$ cat src/rtl/cal_pkg.sv
package cal_pkg;
  localparam int BCD_W = 8;
  typedef logic [BCD_W-1:0] bcd2_t;

  // add one to a two-digit packed BCD value
  function automatic bcd2_t bcd_inc(input bcd2_t v);
    bcd2_t r;
    if (v[3:0] >= 4'd9) r = {v[7:4] + 4'd1, 4'd0};
    else                r = {v[7:4], v[3:0] + 4'd1};
    return r;
  endfunction

  // 10*T + U is a multiple of 4 exactly when (2*T + U) mod 4 == 0
  function automatic logic bcd_leap(input bcd2_t yr);
    logic [1:0] m;
    m = yr[1:0] + {yr[4], 1'b0};
    return (m == 2'd0);
  endfunction
endpackage

$ cat src/rtl/cal_rst_sync.sv
module cal_rst_sync #(
  parameter int STAGES = 2
) (
  input  logic clk,
  input  logic rst_n,
  output logic rst_sync_n
);
  logic [STAGES-1:0] sh_q;

  always_ff @(posedge clk or negedge rst_n) begin
    if (!rst_n) sh_q <= '0;
    else        sh_q <= {sh_q[STAGES-2:0], 1'b1};
  end

  assign rst_sync_n = sh_q[STAGES-1];
endmodule

$ cat src/rtl/cal_month_len.sv
module cal_month_len
  import cal_pkg::*;
(
  input  bcd2_t mon_i,
  input  bcd2_t year_i,
  output bcd2_t last_o
);
  always_comb begin
    unique case (mon_i)
      8'h02:                      last_o = bcd_leap(year_i) ? 8'h29 : 8'h28;
      8'h04, 8'h06, 8'h09, 8'h11: last_o = 8'h30;
      default:                    last_o = 8'h31;
    endcase
  end
endmodule

$ cat src/rtl/cal_bcd_field.sv
module cal_bcd_field
  import cal_pkg::*;
#(
  parameter bcd2_t FIRST = 8'h00
) (
  input  logic  clk,
  input  logic  rst_n,
  input  logic  en_i,
  input  logic  ld_i,
  input  bcd2_t ld_val_i,
  input  bcd2_t last_i,
  output bcd2_t q_o,
  output logic  wrap_o
);
  bcd2_t q_q, q_d;
  logic  at_end;

  assign at_end = (q_q >= last_i);

  always_comb begin
    q_d = q_q;
    if (ld_i)      q_d = ld_val_i;
    else if (en_i) q_d = at_end ? FIRST : bcd_inc(q_q);
  end

  always_ff @(posedge clk or negedge rst_n) begin
    if (!rst_n)            q_q <= FIRST;
    else if (ld_i || en_i) q_q <= q_d;
  end

  assign q_o    = q_q;
  assign wrap_o = en_i & at_end;
endmodule

$ cat src/rtl/bcd_calendar.sv
module bcd_calendar
  import cal_pkg::*;
#(
  parameter int RST_STAGES = 2
) (
  input  logic       clk,
  input  logic       rst_n,
  input  logic       tick_i,
  input  logic       stop_i,
  input  logic       load_i,
  input  logic [7:0] ld_sec_i,
  input  logic [7:0] ld_min_i,
  input  logic [7:0] ld_hour_i,
  input  logic [7:0] ld_dow_i,
  input  logic [7:0] ld_date_i,
  input  logic [7:0] ld_mon_i,
  input  logic [7:0] ld_year_i,
  output logic [7:0] sec_o,
  output logic [7:0] min_o,
  output logic [7:0] hour_o,
  output logic [7:0] dow_o,
  output logic [7:0] date_o,
  output logic [7:0] mon_o,
  output logic [7:0] year_o
);
  // chain order: seconds, minutes, hours, date, month, year
  localparam int NCH = 6;
  localparam int IX_DATE = 3;
  localparam bcd2_t FIRST_V [NCH] = '{8'h00, 8'h00, 8'h00, 8'h01, 8'h01, 8'h00};
  localparam bcd2_t LAST_V  [NCH] = '{8'h59, 8'h59, 8'h23, 8'h31, 8'h12, 8'h99};

  logic  rst_sync_n;
  logic  cnt_en;
  logic  [NCH-1:0] en_c, wrap_c;
  bcd2_t ld_c   [NCH];
  bcd2_t q_c    [NCH];
  bcd2_t last_c [NCH];
  bcd2_t date_last;
  logic  dow_wrap;

  cal_rst_sync #(.STAGES(RST_STAGES)) u_rst (
    .clk(clk), .rst_n(rst_n), .rst_sync_n(rst_sync_n));

  assign cnt_en = tick_i & ~stop_i & ~load_i;

  assign ld_c[0] = ld_sec_i;
  assign ld_c[1] = ld_min_i;
  assign ld_c[2] = ld_hour_i;
  assign ld_c[3] = ld_date_i;
  assign ld_c[4] = ld_mon_i;
  assign ld_c[5] = ld_year_i;

  cal_month_len u_mlen (.mon_i(q_c[4]), .year_i(q_c[5]), .last_o(date_last));

  for (genvar i = 0; i < NCH; i++) begin : g_chain
    if (i == 0) begin : g_en0
      assign en_c[i] = cnt_en;
    end else begin : g_enn
      assign en_c[i] = wrap_c[i-1];
    end
    if (i == IX_DATE) begin : g_dyn
      assign last_c[i] = date_last;
    end else begin : g_fix
      assign last_c[i] = LAST_V[i];
    end
    cal_bcd_field #(.FIRST(FIRST_V[i])) u_fld (
      .clk(clk), .rst_n(rst_sync_n), .en_i(en_c[i]), .ld_i(load_i),
      .ld_val_i(ld_c[i]), .last_i(last_c[i]), .q_o(q_c[i]), .wrap_o(wrap_c[i]));
  end

  // day of week steps on the hour wrap, apart from the date
  cal_bcd_field #(.FIRST(8'h01)) u_dow (
    .clk(clk), .rst_n(rst_sync_n), .en_i(wrap_c[2]), .ld_i(load_i),
    .ld_val_i(ld_dow_i), .last_i(8'h07), .q_o(dow_o), .wrap_o(dow_wrap));

  assign sec_o  = q_c[0];
  assign min_o  = q_c[1];
  assign hour_o = q_c[2];
  assign date_o = q_c[3];
  assign mon_o  = q_c[4];
  assign year_o = q_c[5];
endmodule

$ cat config.mk
export PLATFORM = sky130hd
export DESIGN_NAME = bcd_calendar
export DESIGN_NICKNAME = d
export VERILOG_FILES = /design/src/rtl/cal_pkg.sv /design/src/rtl/cal_rst_sync.sv /design/src/rtl/cal_month_len.sv /design/src/rtl/cal_bcd_field.sv /design/src/rtl/bcd_calendar.sv
export SDC_FILE = /design/constraint.sdc
export NUM_CORES = 1
export LEC_CHECK = 0
export ABC_AREA = 1
export ABC_CLOCK_PERIOD_IN_PS = 1800
export BUFFER_PORTS_ARGS = -buffer_cell sky130_fd_sc_hd__clkbuf_2
export CAP_MARGIN = 40
export CORE_AREA = 2 2 91 102
export CTS_BUF_LIST = sky130_fd_sc_hd__clkbuf_2 sky130_fd_sc_hd__clkbuf_4 sky130_fd_sc_hd__clkbuf_8
export CTS_CLUSTER_DIAMETER = 100
export DETAILED_ROUTE_END_ITERATION = 10
export DIE_AREA = 0 0 93 104
export GPL_TIMING_DRIVEN = 0
export PLACE_DENSITY = 0.79
export REMOVE_ABC_BUFFERS = 1
export SYNTH_ARGS = -nofsm -noshare
export SYNTH_HDL_FRONTEND = slang
export SYNTH_SLANG_ARGS = --single-unit
export TNS_END_PERCENT = 50
$ cat constraint.sdc
create_clock -name clk -period 1.8 [get_ports clk]
set_input_delay 0.18 -clock clk [delete_from_list [all_inputs] [get_ports clk]]
set_output_delay 0.18 -clock clk [all_outputs]
set_load 0.005 [all_outputs]
After elaboration in Yosys (flattened, before gate mapping)
Index checks and enable logic that the tools add are counted. W data, S select, Z words.

Register bits after elaboration: 58.

Add/subtract/negate cells: 15. Magnitude comparators: 14. Equality and inequality tests: 5. Mux-type cells: 30. Bitwise logic cells: 9. Reduce and logical (&&, ||, !) cells: 34.

Operators by type and width (number): $mux W8 (28); $add A4 B1 Y4 const B (14); $ge A4 B4 Y1 const B (7); $reduce_and A3 Y1 (7); $reduce_bool A3 Y1 (7); $eq A8 B3 Y1 const B (2); $ge A8 B7 Y1 const B (2); $pmux W8 S2 (1); $reduce_and A2 Y1 (6); $reduce_bool A2 Y1 (6); $eq A8 B2 Y1 const B (1); $eq A8 B4 Y1 const B (1); $eq A8 B5 Y1 const B (1); $ge A8 B3 Y1 const B (1); $ge A8 B5 Y1 const B (1); $ge A8 B6 Y1 const B (1); $ge A8 B8 Y1 (1); $ge A8 B8 Y1 const B (1); $and A1 B1 Y1 (7); $logic_or A1 B1 Y1 (6); $reduce_or A4 Y1 (1); $add A2 B2 Y2 (1); $logic_not A2 Y1 (1); $not A1 Y1 (2); $mux W1 (1).

Longest topological paths before layout
Gate-level depths: netlist of run 1.

Depth after elaboration: 10. Mapped depth: 18.

By module
From an unflattened synthesis of run 1, not the netlist that was laid out.

Cells, all modules: 880. Area, all modules: 6194.7 sq um.

Modules (own cells, without submodules): cal_bcd_field (g_chain[0].u_fld ...) (instances 4, cells an instance 118, area each 823.3 sq um); cal_bcd_field (g_chain[3].u_fld ...) (instances 3, cells an instance 120, area each 877.1 sq um); cal_month_len (instances 1, cells an instance 40, area each 195.2 sq um); cal_rst_sync (instances 1, cells an instance 3, area each 53.8 sq um); bcd_calendar (instances 1, cells an instance 5, area each 21.3 sq um).

Least setup slack after synthesis of run 1
No wires, ideal clock.

Kind: reg-to-reg. From: register g_chain[4].u_fld.q_q[0]. To: register g_chain[3].u_fld.q_q[6]. Library setup time: 121 ps. Arrival: 2461 ps. Required time: 1679 ps. Path slack: -783 ps. Cell stages (with the launch flop): 17. Buffers on the path: 0. Period minus slack after synthesis: 2583 ps. Path through: dfstp_2 -> inv_1 -> ha_1 -> o21ai_0 -> o21ai_0 -> a32oi_1 -> nand2_1 -> o31ai_1 -> ha_1 -> inv_1 -> nor2_1 -> nand3_1 -> nand4_2 -> nor2_4 -> nor2_8 -> nand2_1 -> o21ai_1.

Longest elaborated chain between the ends: 7. Elaborated cells between the ends (all ways): 13. Classes of those cells: 1 x order compare; 5 x eq/ne; 4 x mux; 3 x reduce/logical.

RTL lines: from (decl) (line cal_bcd_field.sv:15) `bcd2_t q_q, q_d;`; from (signal assigned) (line cal_bcd_field.sv:28) `else if (ld_i || en_i) q_q <= q_d;`; $eq A8 B3 Y1, or another cell as far along (line cal_month_len.sv:9) `unique case (mon_i)`; $reduce_or A4 Y1 (line cal_month_len.sv:9); $pmux W8 S2 (*) (line cal_month_len.sv:9); $ge A8 B8 Y1 (*) (line cal_bcd_field.sv:18) `assign at_end = (q_q >= last_i);`; $mux W8 (2 in a row) (line cal_bcd_field.sv:23) `else if (en_i) q_d = at_end ? FIRST : bcd_inc(q_q);`; $mux W8 (line cal_bcd_field.sv:22) `if (ld_i) q_d = ld_val_i;`; to (signal assigned) (line cal_bcd_field.sv:28); to (decl) (line cal_bcd_field.sv:15).

Mark *: on every way between the ends. The rest lies on a longest branch, timed or not. The select of a mux whose other input is x is not followed. A chain may end at the register's enable or synchronous reset.

Final worst setup path of run 1
From: register g_chain[4].u_fld.q_q[0]. To: register g_chain[5].u_fld.q_q[4].

Longest elaborated chain between the ends: 8. Elaborated cells between the ends (all ways): 14. Classes of those cells: 2 x order compare; 5 x eq/ne; 1 x mux; 2 x bitwise; 4 x reduce/logical.

RTL lines: $eq A8 B3 Y1, or another cell as far along (line cal_month_len.sv:9); $reduce_or A4 Y1 (line cal_month_len.sv:9); $pmux W8 S2 (line cal_month_len.sv:9); $ge A8 B8 Y1 (line cal_bcd_field.sv:18); $and A1 B1 Y1 (line cal_bcd_field.sv:32) `assign wrap_o = en_i & at_end;`; $and A1 B1 Y1 (*) (line cal_bcd_field.sv:32); $reduce_bool A2 Y1 (no source line) / $logic_or A1 B1 Y1 (equally long branches); $reduce_and A3 Y1 (no source line) (*); to (signal assigned) (line cal_bcd_field.sv:28); to (decl) (line cal_bcd_field.sv:15).

Mark *: on every way between the ends. The rest lies on a longest branch, timed or not.

==> impl_results.md, run 1 <==
- Status: finished with violations
- Failing checks: negative setup slack
- Critical Path Max Stage Delay: around 0.58 ns
- TritonCTS clock tree: yes
- Flop pwr share: approximately 39%
- Flops & latches, synth: 58
- Setup-failing EPs final: 32
- RSZ-0062 raised after global routing: true
- Crit path required time: around 2.1 ns
- # diodes: 0
- Leakage: 2.78 nW
- Worst min-delay path category: in -> reg
- Most common cell after layout, fill and taps aside: nand2_1
- Global Route met3 Usage: under 10%
- Clock share of power: 24.0%
- Net Sw Power: roughly 2.0 mW
- Share of layout cells above drive strength 1: roughly a third
- Final net count: slightly below 800
- R2R Setup Slk: -0.78 ns
- Asr flop ratio synth: 100%
- CP Cell Sequence: buf_4 -> ha_1 -> inv_2 -> nor2_2 -> a32oi_2 -> nand2_2 -> inv_2 -> ha_4 -> nand2_1 -> nor2_2 -> nand3_2 -> nand3_2 -> nand4_1 -> nand2_4 -> nand3_1 -> nand2_1
- Crit share post-route: 143%
- Sequential area share after synthesis: a little over a third
- Reg clk slew, reported paths: ~0.07 ns
- DRT iter0 DRCs: 127
- First-pass detailed-route iteration total: 5
- Endpoints failing hold: 0
- Min Clock Period, post-route: ~2.6 ns
- Crit start category: flop
- Fmax: a little under 0.4 GHz
- Worst VDD drop: around 0.0006 V
- RR Endpoint: g_chain[5].u_fld.q_o[4]$_DFFE_PN0P_
- Post-synthesis cell count: roughly 530
- Via/cell ratio: ~5.2
- Unique masters post-synth: between 40 and 50
- Final slew viol count: 0
- Top cell type's share of synthesized area: roughly a third
- Initial Util: between 40% and 50%
- Least-Margin Pin Slew: 0.560 ns
- Max-cap violation count: 0
- Clock Root Buffer: clkbuf_8
- Die ar.: 9670 µm²
- CP max-delay cell: dfstp_2
- Crit Path Class: reg -> reg
- Pwr dens: 930 nW/µm²
- Via count: 4098
- Largest net degree at the start of global routing: 42
- DRT antenna net count: 0
- Initial antenna violation count: 0
- Critical path buffers and inverters: 3
- TritonCTS Buffers: 9
- Largest fanout on the critical path: 5
- Synth Area per Inst: ~7.7 µm²
- Net Sw Frac: 39.7%
- Synth Cell Area: 4110 µm²
- Syn-to-layout area delta: 30.6%
- Clk_lat worst skew: approximately 0.36 ns
- Number of synthesized flops with an enable pin: 0
- Dpl hpwl: roughly 7700 µm
- Most frequent cells in the layout: 142 x nand2_1, 116 x clkbuf_2, 52 x dfrtp_1
- DP Area: slightly below 5000 µm²
- Die width: ~93 µm
- CTS Buffer Depth: 2
- Relative slew slack: a little over three fifths
- GP Congestion: a little under 0.9
- Setup crit end kind: flop
- Clock sink count: 58
- DR WL/cell: approximately 14 µm
- Worst R2R Path Depth: 16
- Tot GR Track Use: roughly a quarter
- Core area: between 8000 and 9000 µm²
- CP top delay family: simple AND/OR/NAND/NOR gates
- Site Rows: 36
- Hold path cells: 3
- Area leader, netlist: dfrtp_1
- Min-Delay Endpoint: g_chain[4].u_fld.q_o[7]$_DFFE_PN0P_
- Final worst slack: -0.783 ns
- GR peak layer: met2
- # port buffers: between 100 and 150
- DRT Wirelength: about 11000 µm
- Synth top area cells: dfrtp_1 34%, nand2_1 14%, ha_1 12%
- Main flop type after synthesis: dfrtp_1
- R2r startpoint: g_chain[4].u_fld.q_o[0]$_DFFE_PN1P_
- Post-Layout Inst Area: approximately 5400 µm²
- Combinational share of power: between 30% and 40%
- GR Util met1: 29.7%
- # IOs: between 100 and 150
- First-pass GRT wire length: 18400 µm
- Die height: between 100 and 150 µm
- H-tree Lvls: 3
- Clk_skew: around 0.0096 ns
- HP Start: ld_mon_i[7]
- # DRC: 0
- Vias in the first global route: 4008
- Overflow left after global routing: 0
- Pre-CTS setup slack: -1.15 ns
- Met2 global-route usage: between 30% and 40%
- Power Internal: approximately 3.0 mW
- YS warnings: 0
- Crit path DAT: around 2.9 ns
-- registers in the layout (all words and copies together), names as in the netlist --
register,cells
g_chain.u_fld.q_o,48
u_dow.q_o,8
u_rst.sh_q,2
-- power by group through the flow --
| stage | logic, mW | registers [mW] | clock network (mW) |
|---|---|---|---|
| global route | 2.12 | 1.97 | 1.26 |
| finish | 1.86 | 1.93 | 1.20 |
| detailed placement | 1.61 | 1.93 | 0 |
| CTS | 1.79 | 1.91 | 1.21 |
| global placement | 1.51 | 1.93 | 0 |
| floorplan | 1.00 | 1.89 | 0 |
-- worst min-delay path, cell delays in order --
cell      delay, ns
clkbuf_2       0.07
nand2_1        0.04
nand2_1        0.05
-- per-stage QoR --
| stage | hold WS (ns) | cells | power (mW) | setup TNS (ns) | util [%] |
|---|---|---|---|---|---|
| final | 0.0207 | 785 | 4.99 | -18.15 | 62.0 |
| after global routing | 0.0557 | 785 | 5.34 | -23.73 | 62.0 |
| after CTS | 0.0211 | 783 | 4.91 | -16.08 | 60.8 |
| after detailed placement | -0.0328 | 755 | 3.54 | -27.43 | 56.0 |
| after global placement | -0.0335 | 752 | 3.44 | -77.96 | 55.3 |
| after floorplan | -0.116 | 522 | 2.89 | -16.11 | - |
-- repair_timing --
| item | 4_1_cts | 5_1_grt |
|---|---|---|
| hold buffers | 1 | 0 |
| buffers inserted | 12 | 1 |
| gates cloned | 0 | 1 |
| pin swaps | 16 | 16 |
| endpoints found under the hold margin | 2 | 0 |
| gates resized for setup | 33 | 28 |
| setup endpoints to repair | 38 | 50 |
-- metal layers --
| layer | vias to the layer above | wire (µm) |
|---|---|---|
| li1 | 2022 | - |
| met2 | 131 | 5520 |
| met1 | 1928 | 4620 |
| met5 | - | 0 |
| met4 | 0 | 191 |
| met3 | 17 | 616 |
-- cells in the mapped netlist (2+ instances only) --
master and n:
nand2_1 151, inv_1 56, dfrtp_1 55, nand3_1 48
ha_1 41, nor2_1 28, o21ai_0 23, o21ai_1 20
a21oi_1 14, o211ai_1 11, xnor2_1 8, a22oi_1 6
o31ai_1 6, xor2_1 6, nand4_1 5, clkbuf_1 4
inv_2 4, dfstp_2 3, nand2_2 3, nor2_2 3
nor3_1 3, a22o_1 2, a32oi_1 2, buf_1 2
buf_2 2, nand3_4 2, nand3b_1 2, nand4_2 2
nor2_4 2, nor2_8 2, nor4_1 2, o22ai_1 2
or2_2 2
-- layout make-up --
class	instances	area (µm²)
clock buffer	13	179
clock inverter	2	10.0
fill	774	3290
inverter	62	243
multi-input combinational	403	2560
sequential	58	1460
tap	114	143
timing repair buffer	133	767
-- logic make-up after synthesis --
family,synth area share [%]
AOI/OAI and AO/OA,12.5
xor gates and xnor gates,2.99
adders and majority gates,12.5
buffers and inverters,7.10
DFF,35.4
other,0.0913
and+or+nand+nor,29.4
-- how the worst max path moves through the flow --
stage                                         from                                   to  slack (ns)  cells past startpoint
2_1_floorplan  g_chain[4].u_fld.q_o[0]$_DFFE_PN1P_  g_chain[3].u_fld.q_o[6]$_DFFE_PN0P_       -0.78                     16
6_report       g_chain[4].u_fld.q_o[0]$_DFFE_PN1P_  g_chain[5].u_fld.q_o[4]$_DFFE_PN0P_       -0.78                     16
3_5_place_dp   g_chain[4].u_fld.q_o[0]$_DFFE_PN1P_  g_chain[3].u_fld.q_o[6]$_DFFE_PN0P_       -1.15                     16
5_1_grt        g_chain[4].u_fld.q_o[0]$_DFFE_PN1P_  g_chain[3].u_fld.q_o[5]$_DFFE_PN0P_       -0.91                     17
3_3_place_gp   g_chain[4].u_fld.q_o[0]$_DFFE_PN1P_  g_chain[3].u_fld.q_o[6]$_DFFE_PN0P_       -1.12                     16
4_1_cts        g_chain[4].u_fld.q_o[0]$_DFFE_PN1P_  g_chain[5].u_fld.q_o[4]$_DFFE_PN0P_       -0.68                     16
No activity file was read; power rests on OpenSTA's default activity.
==> inputs of run 2 (changes only) <==
--- a/config.mk
+++ b/config.mk
@@ -9,13 +9,13 @@
 export ABC_CLOCK_PERIOD_IN_PS = 1800
 export BUFFER_PORTS_ARGS = -buffer_cell sky130_fd_sc_hd__clkbuf_2
 export CAP_MARGIN = 40
-export CORE_AREA = 2 2 91 102
-export CTS_BUF_LIST = sky130_fd_sc_hd__clkbuf_2 sky130_fd_sc_hd__clkbuf_4 sky130_fd_sc_hd__clkbuf_8
+export CORE_AREA = 2 2 92 103
 export CTS_CLUSTER_DIAMETER = 100
 export DETAILED_ROUTE_END_ITERATION = 10
-export DIE_AREA = 0 0 93 104
+export DIE_AREA = 0 0 94 105
+export GPL_ROUTABILITY_DRIVEN = 1
 export GPL_TIMING_DRIVEN = 0
-export PLACE_DENSITY = 0.79
+export PLACE_DENSITY = 0.78
 export REMOVE_ABC_BUFFERS = 1
 export SYNTH_ARGS = -nofsm -noshare
 export SYNTH_HDL_FRONTEND = slang
==> run 2 against run 1 <==
  * Sequential power hardly changed
  * Via count decreased by 0.81%
  * Routed wire length down 2.6%
  * Critical path depth unchanged
  * Non-clock buffer count shrank 2
  * The flow still finishes with violations (negative setup slack)
  * Clock skew grew 0.0044 ns
  * Clock power grew 7%
==> impl_results.md, run 2 (synthesized netlist as in run 1, its figures left out) <==
- Die ar.: 9870 µm² (+2.0%)
- Least-Margin Pin Slew: 0.716 ns (+0.156 ns)
- Die height: 105 µm (+0.96%)
- Worst VDD drop: 0.000571 V (-6.8%)
- DP Area: 4820 µm² (-0.57%)
- Crit Path Class: reg -> reg
- Fmax: 0.388 GHz (+0.21%)
- Filler instances: 778 (+0.52%)
- Largest fanout on the critical path: 6 (+1)
- # port buffers: 116 (unchanged)
- H-tree Lvls: 3 (unchanged)
- Endpoints failing hold: 0 (unchanged)
- Clk_lat worst skew: 0.34 ns (-0.02 ns)
- # DRC: 0 (unchanged)
- Combinational share of power: 36.4% (-1.0 points)
- CP max-delay cell: dfstp_2
- Site Rows: 36 (unchanged)
- Vias in the first global route: 3928 (-2.0%)
- Worst min-delay path category: in -> reg
- DRT iter0 DRCs: 124 (-2.4%)
- First-pass GRT wire length: 17800 µm (-3.7%)
- Setup crit end kind: flop
- Critical Path Max Stage Delay: 0.56 ns (-0.02 ns)
- Share of layout cells above drive strength 1: 33.6% (+0.50 points)
- Area occupied by multi-input gates: 2610 µm² (+1.8%)
- Tot GR Track Use: 22.1% (-1.2 points)
- RSZ-0062 raised after global routing: true
- Via/cell ratio: 5.18 (-0.68%)
- Failing checks: negative setup slack
- DRT antenna net count: 0 (unchanged)
- Total Power Consumption: 5.05 mW (+1.3%)
- Reg clk slew, reported paths: 0.08 ns (about the same)
- Clock share of power: 25.4% (+1.4 points)
- Max-cap violation count: 0 (unchanged)
- Post-Layout Inst Area: 5400 µm² (+0.70%)
- First-pass detailed-route iteration total: 4 (-1)
- Net Sw Power: 1.95 mW (-1.7%)
- Final net count: 767 (-0.26%)
- Relative slew slack: 52.3% (-10 points)
- CP Cell Sequence: inv_2 -> ha_2 -> o21ai_2 -> o21ai_2 -> a32oi_2 -> nand2_1 -> o31ai_2 -> ha_2 -> inv_2 -> nor2_2 -> nand3_2 -> nand4_4 -> nor2_4 -> nor2_8 -> nand2_1 -> o21ai_1
- Crit share post-route: 143% (-0.30 points)
- CTS Buffer Depth: 2 (unchanged)
- Flop pwr share: 38.2% (-0.5 points)
- Overflow left after global routing: 0 (unchanged)
- Clk_skew: 0.0141 ns (+0.00442 ns)
- Final worst slack: -0.778 ns (+0.00532 ns)
- Final slew viol count: 0 (unchanged)
- Core area: 8780 µm² (+1.6%)
- Crit path required time: 2.03 ns (-0.07 ns)
- Initial antenna violation count: 0 (unchanged)
- TritonCTS Buffers: 9 (unchanged)
- # IOs: 117 (unchanged)
- Most common cell after layout, fill and taps aside: nand2_1
- GP Congestion: 0.843 (-2.6%)
- Status: finished with violations
- Initial Util: 46.8% (-0.73 points)
- Setup-failing EPs final: 25 (-22%)
- Leakage: 2.77 nW (about the same)
- # diodes: 0 (unchanged)
- Largest net degree at the start of global routing: 39 (-7.1%)
- Syn-to-layout area delta: 31.5%
- Most frequent cells in the layout: 142 x nand2_1, 115 x clkbuf_2, 52 x dfrtp_1
- FF/Latch Area: 1460 µm² (unchanged)
- Dpl hpwl: 7700 µm (-0.41%)
- DRT Wirelength: 10700 µm (-2.6%)
- Crit start category: flop
- Final Core Density: 61.5% (-0.53 points)
- Clock sink count: 58 (unchanged)
- Die width: 94 µm (+1.1%)
- Via count: 4065 (-0.81%)
- Power Internal: 3.11 mW (+3.3%)
- TritonCTS clock tree: yes
- Net Sw Frac: 38.5% (-1.2 points)
- Pwr dens: 936 nW/µm² (+0.63%)
- Crit path DAT: 2.81 ns (-0.07 ns)
- DR WL/cell: 13.6 µm (-2.5%)
- Clock Root Buffer: clkbuf_8
- Min Clock Period, post-route: 2.58 ns (-0.00532 ns)
- Max reg flops: 48 (unchanged)
-- run 2: cell types whose count changed in the layout (fill, tap and decap cells not counted), moves of 2 or more --
| cell | previous run | this run |
|---|---|---|
| clkbuf_1 | 0 | 2 |
| ha_2 | 0 | 2 |
| nand2_2 | 10 | 8 |
| nand2_4 | 4 | 6 |
| nand3_1 | 40 | 38 |
| o21ai_1 | 20 | 18 |
-- run 2: area by class of cell --
class	count	share of cell area (%)
clock buffer	14	3.20
sequential	58	27.0
multi-input combinational	403	48.3
timing repair buffer	131	13.6
inverter	62	4.59
clock inverter	2	0.649
tap	114	2.64
-- run 2: worst paths after layout --
path                                                      from                                   to  slack [ns]  cells past startpoint
max                        g_chain[4].u_fld.q_o[0]$_DFFE_PN1P_  g_chain[3].u_fld.q_o[6]$_DFFE_PN0P_       -0.78                     16
min                                               ld_hour_i[6]  g_chain[2].u_fld.q_o[6]$_DFFE_PN0P_        0.04                      3
max reg2reg                g_chain[4].u_fld.q_o[0]$_DFFE_PN1P_  g_chain[3].u_fld.q_o[6]$_DFFE_PN0P_       -0.78                     16
min reg2reg                            u_rst.sh_q[1]$_DFF_PN0_             u_dow.q_o[2]$_DFFE_PN0P_        0.33                      0
max in group asynchronous              u_rst.sh_q[1]$_DFF_PN0_  g_chain[3].u_fld.q_o[0]$_DFFE_PN1P_        0.80                      1
min in group asynchronous                                rst_n              u_rst.sh_q[0]$_DFF_PN0_        0.15                      2
-- run 2: metrics by stage --
stage          std cells  setup TNS [ns]  setup WS (ns)  hold WS (ns)
4_1_cts              777          -17.63         -0.745        0.0216
3_3_place_gp         752          -79.65          -1.11       -0.0349
6_report             784          -17.68         -0.778        0.0351
3_5_place_dp         754          -29.75          -1.17       -0.0308
2_1_floorplan        522          -16.11         -0.783        -0.116
5_1_grt              784          -21.87         -0.919        0.0194
-- run 2: layer usage --
metal / global-route usage [%] / wire (µm)
met1: 28.3 / 4690
met2: 36.6 / 5330
met3: 4.25 / 567
met4: 8.49 / 72
met5: 0 / 0
-- run 2: repair_timing --
item                                    4_1_cts  5_1_grt
pin swaps                                    16       23
hold buffers                                  1        0
setup buffers                                 5        7
gates cloned                                  1        0
endpoints found under the setup margin       40       53
endpoints found under the hold margin         2        0
gates resized for setup                      30       45
-- run 2: critical path: cells and delay by family (launching register included) --
family	cells	cell delay, ns
compound gates	5	0.48
fa+ha+maj	2	0.49
buf+inv	2	0.12
flops	1	0.56
simple gates	7	0.80
-- run 2: power by group through the flow --
stage	clock (mW)	combinational, mW	sequential (mW)
6_report	1.28	1.84	1.93
5_1_grt	1.37	2.10	1.98
4_1_cts	1.31	1.70	1.92
3_5_place_dp	0	1.58	1.94
3_3_place_gp	0	1.51	1.94
2_1_floorplan	0	1.00	1.89
==> inputs of run 3 (changes only) <==
--- a/config.mk
+++ b/config.mk
@@ -9,15 +9,16 @@
 export ABC_CLOCK_PERIOD_IN_PS = 1800
 export BUFFER_PORTS_ARGS = -buffer_cell sky130_fd_sc_hd__clkbuf_2
 export CAP_MARGIN = 40
-export CORE_AREA = 2 2 92 103
+export CORE_AREA = 2 2 108 120
 export CTS_CLUSTER_DIAMETER = 100
 export DETAILED_ROUTE_END_ITERATION = 10
-export DIE_AREA = 0 0 94 105
+export DIE_AREA = 0 0 110 122
 export GPL_ROUTABILITY_DRIVEN = 1
 export GPL_TIMING_DRIVEN = 0
-export PLACE_DENSITY = 0.78
+export PLACE_DENSITY = 0.79
 export REMOVE_ABC_BUFFERS = 1
 export SYNTH_ARGS = -nofsm -noshare
 export SYNTH_HDL_FRONTEND = slang
+export SYNTH_HIERARCHICAL = 1
 export SYNTH_SLANG_ARGS = --single-unit
 export TNS_END_PERCENT = 50
==> run 3 against run 2 <==
  * The flow still finishes with violations (negative setup slack)
  * Utilization up 4.0 points
  * Via count increased by 49%
  * Combinational power increased by 47%
  * Power increased by 26%
  * First-iteration DRC count increased by 110%
  * Hold slack better by 0.051 ns
  * Global-route usage fell by 0.24 points
  * Routed wire length up 36%
  * Synthesized area grew 50%
  * Largest power group is now combinational cells
==> impl_results.md, run 3 <==
- # IOs: 117 (unchanged)
- GP Congestion: 0.809 (-4.0%)
- Largest fanout on the critical path: 5 (-1)
- Relative slew slack: 56.2% (+4.0 points)
- Largest net degree at the start of global routing: 44 (+13%)
- Crit Path Class: reg -> reg
- Core area: 12300 µm² (+40%)
- Placed Cells: 1187 (+57%)
- R2r startpoint: g_chain[4].u_fld/q_o[0]$_DFFE_PN1P_
- Overflow left after global routing: 0 (unchanged)
- Initial antenna violation count: 1 (+1)
- DRT iter0 DRCs: 260 (+110%)
- DR WL/cell: 11.6 µm (-15%)
- Setup-failing EPs final: 52 (+110%)
- First-pass GRT wire length: 23900 µm (+35%)
- Die height: 122 µm (+16%)
- Crit path required time: 2.01 ns (-0.02 ns)
- Final slew viol count: 0 (unchanged)
- Most frequent cells in the layout: 288 x nand2_1, 118 x inv_1, 115 x clkbuf_2
- Clock sink count: 58 (unchanged)
- Total Power Consumption: 6.34 mW (+26%)
- First-pass detailed-route iteration total: 4 (unchanged)
- Reg clk slew, reported paths: 0.05 ns (-0.03 ns)
- Critical Path Max Stage Delay: 0.59 ns (+0.03 ns)
- Pwr dens: 787 nW/µm² (-16%)
- RSZ-0062 raised after global routing: true
- Die ar.: 13400 µm² (+36%)
- TritonCTS clock tree: yes
- Worst path most repeated cell: nand2_1
- TritonCTS Buffers: 9 (unchanged)
- YS warnings: 6 (+6)
- GR Util met1: 26.2% (-2.2 points)
- # diodes: 0 (unchanged)
- DRT antenna net count: 0 (unchanged)
- H-tree Lvls: 3 (unchanged)
- Global Route met3 Usage: 3.91% (-0.35 points)
- DRT Wirelength: 14500 µm (+36%)
- Worst VDD drop: 0.000480 V (-16%)
- Fmax: 0.408 GHz (+5.2%)
- Final net count: 1235 (+61%)
- CP Cell Sequence: nand2_1 -> nor2_1 -> nand2_1 -> nand3_2 -> nand2_2 -> ha_4 -> inv_2 -> nand2_2 -> nand2_1 -> nand2_1 -> nand2_1 -> nand2_1 -> nand2_2 -> nand2_2 -> nand2_2 -> inv_2 -> nand2_2 -> inv_2 -> nor2_4 -> buf_4 -> a22oi_2 -> nand2_1
- HP Start: ld_year_i[2]
- Initial Util: 50.1% (+3.4 points)
- Synth Area per Inst: 7.06 µm² (-8.6%)
- Min Clock Period, post-route: 2.45 ns (-0.128 ns)
- # port buffers: 116 (unchanged)
- Final worst slack: -0.650 ns (+0.128 ns)
- Via/cell ratio: 4.84 (-6.7%)
- Via count: 6056 (+49%)
- Endpoints failing hold: 0 (unchanged)
- Status: finished with violations
- Leakage: 4.61 nW (+66%)
- Clock Root Buffer: clkbuf_16
- Crit start category: flop
- Clk_skew: 0.00579 ns (-0.00827 ns)
- Critical path buffers and inverters: 4 (+2)
- Dpl hpwl: 10400 µm (+35%)
- Share of layout cells above drive strength 1: 30.0% (-3.6 points)
- Vias in the first global route: 5634 (+43%)
- Crit path DAT: 2.66 ns (-0.15 ns)
- Syn-to-layout area delta: 30.5%
- CP top delay family: simple AND/OR/NAND/NOR gates
- Met2 global-route usage: 39.7% (+3.1 points)
- Max-cap violation count: 0 (unchanged)
- Least-Margin Pin Slew: 0.657 ns (-0.0594 ns)
- Die width: 110 µm (+17%)
- Final Core Density: 65.4% (+4.0 points)
- Fin cells: 1252 (+60%)
- Site Rows: 43 (+19%)
- Setup crit start: g_chain[4].u_fld/q_o[0]$_DFFE_PN1P_
- Max reg flops: 48 (unchanged)
- Crit share post-route: 136% (-7.1 points)
- Synth Cell Area: 6180 µm² (+50%)
- CP max-delay cell: dfstp_2
- Failing checks: negative setup slack
- Tot GR Track Use: 21.9% (-0.24 points)
- Most common cell after layout, fill and taps aside: nand2_1
- # DRC: 0 (unchanged)
- Setup_tns: -19.65 ns (-1.97 ns)
- Worst min-delay path category: in -> reg
- CTS Buffer Depth: 2 (unchanged)
- Setup crit end kind: flop
- Post-synthesis cell count: 875 (+64%)
- GR peak layer: met2
- Clk_lat worst skew: 0.32 ns (-0.02 ns)
[run 3: layout make-up]
| cell class | count | area, µm² |
|---|---|---|
| Timing Repair Buffer | 167 | 1020 |
| Clock buffer | 11 | 253 |
| Inverter | 146 | 561 |
| Sequential cell | 58 | 1470 |
| Fill cell | 1094 | 4260 |
| Tap cell | 157 | 196 |
| Multi-Input combinational cell | 708 | 4510 |
| Clock inverter | 5 | 52.6 |
[run 3: what timing repair did]
item | in CTS | in global routing
pin swaps | 23 | 18
setup buffers | 40 | 9
resized for setup | 75 | 23
hold endpoints to repair | 2 | 0
gates cloned | 0 | 0
hold buffers | 1 | 0
setup endpoints to repair | 48 | 54
[run 3: metrics by stage]
| stage | setup slack [ns] | hold WS [ns] | cell area [µm²] |
|---|---|---|---|
| 5_1_grt | -0.832 | 0.0997 | 8060 |
| 6_report | -0.650 | 0.0858 | 8060 |
| 3_3_place_gp | -1.66 | -0.0329 | 7040 |
| 4_1_cts | -0.616 | 0.0844 | 7920 |
| 3_5_place_dp | -1.34 | -0.0242 | 7080 |
| 2_1_floorplan | -0.755 | -0.116 | 6260 |
[run 3: path summary, 6_finish.rpt]
path / to / slack, ns / cells after the start
setup / recovery: g_chain[5].u_fld/q_o[2]$_DFFE_PN0P_ / -0.65 / 22
hold / removal: g_chain[5].u_fld/q_o[2]$_DFFE_PN0P_ / 0.09 / 3
setup reg to reg: g_chain[5].u_fld/q_o[2]$_DFFE_PN0P_ / -0.65 / 22
hold reg to reg: g_chain[3].u_fld/q_o[7]$_DFFE_PN0P_ / 0.30 / 0
max in group asynchronous: g_chain[4].u_fld/q_o[0]$_DFFE_PN1P_ / 0.84 / 1
min in group asynchronous: u_rst/sh_q[1]$_DFF_PN0_ / 0.18 / 2
[run 3: worst reg2reg max path, delay by kind of cell (launching register included)]
family                     cells  cell delay, ns
and+or+nand+nor               16            1.00
adders and majority gates      1            0.27
buffers and inverters          4            0.36
AOI/OAI and AO/OA              1            0.13
DFF                            1            0.59
[run 3: where the power goes]
group | internal (mW) | leakage [nW] | total (mW) | switching (mW)
clock | 1.14 | 0.151 | 1.75 | 0.611
combinational | 1.21 | 3.76 | 2.71 | 1.50
sequential | 1.53 | 0.701 | 1.89 | 0.354
total | 3.88 | 4.61 | 6.34 | 2.47
[run 3: layer usage]
layer | vias to the layer above | routed length (µm)
li1 | 3126 | -
met1 | 2746 | 6070
met2 | 156 | 7480
met3 | 26 | 709
met4 | 2 | 225
met5 | - | 13
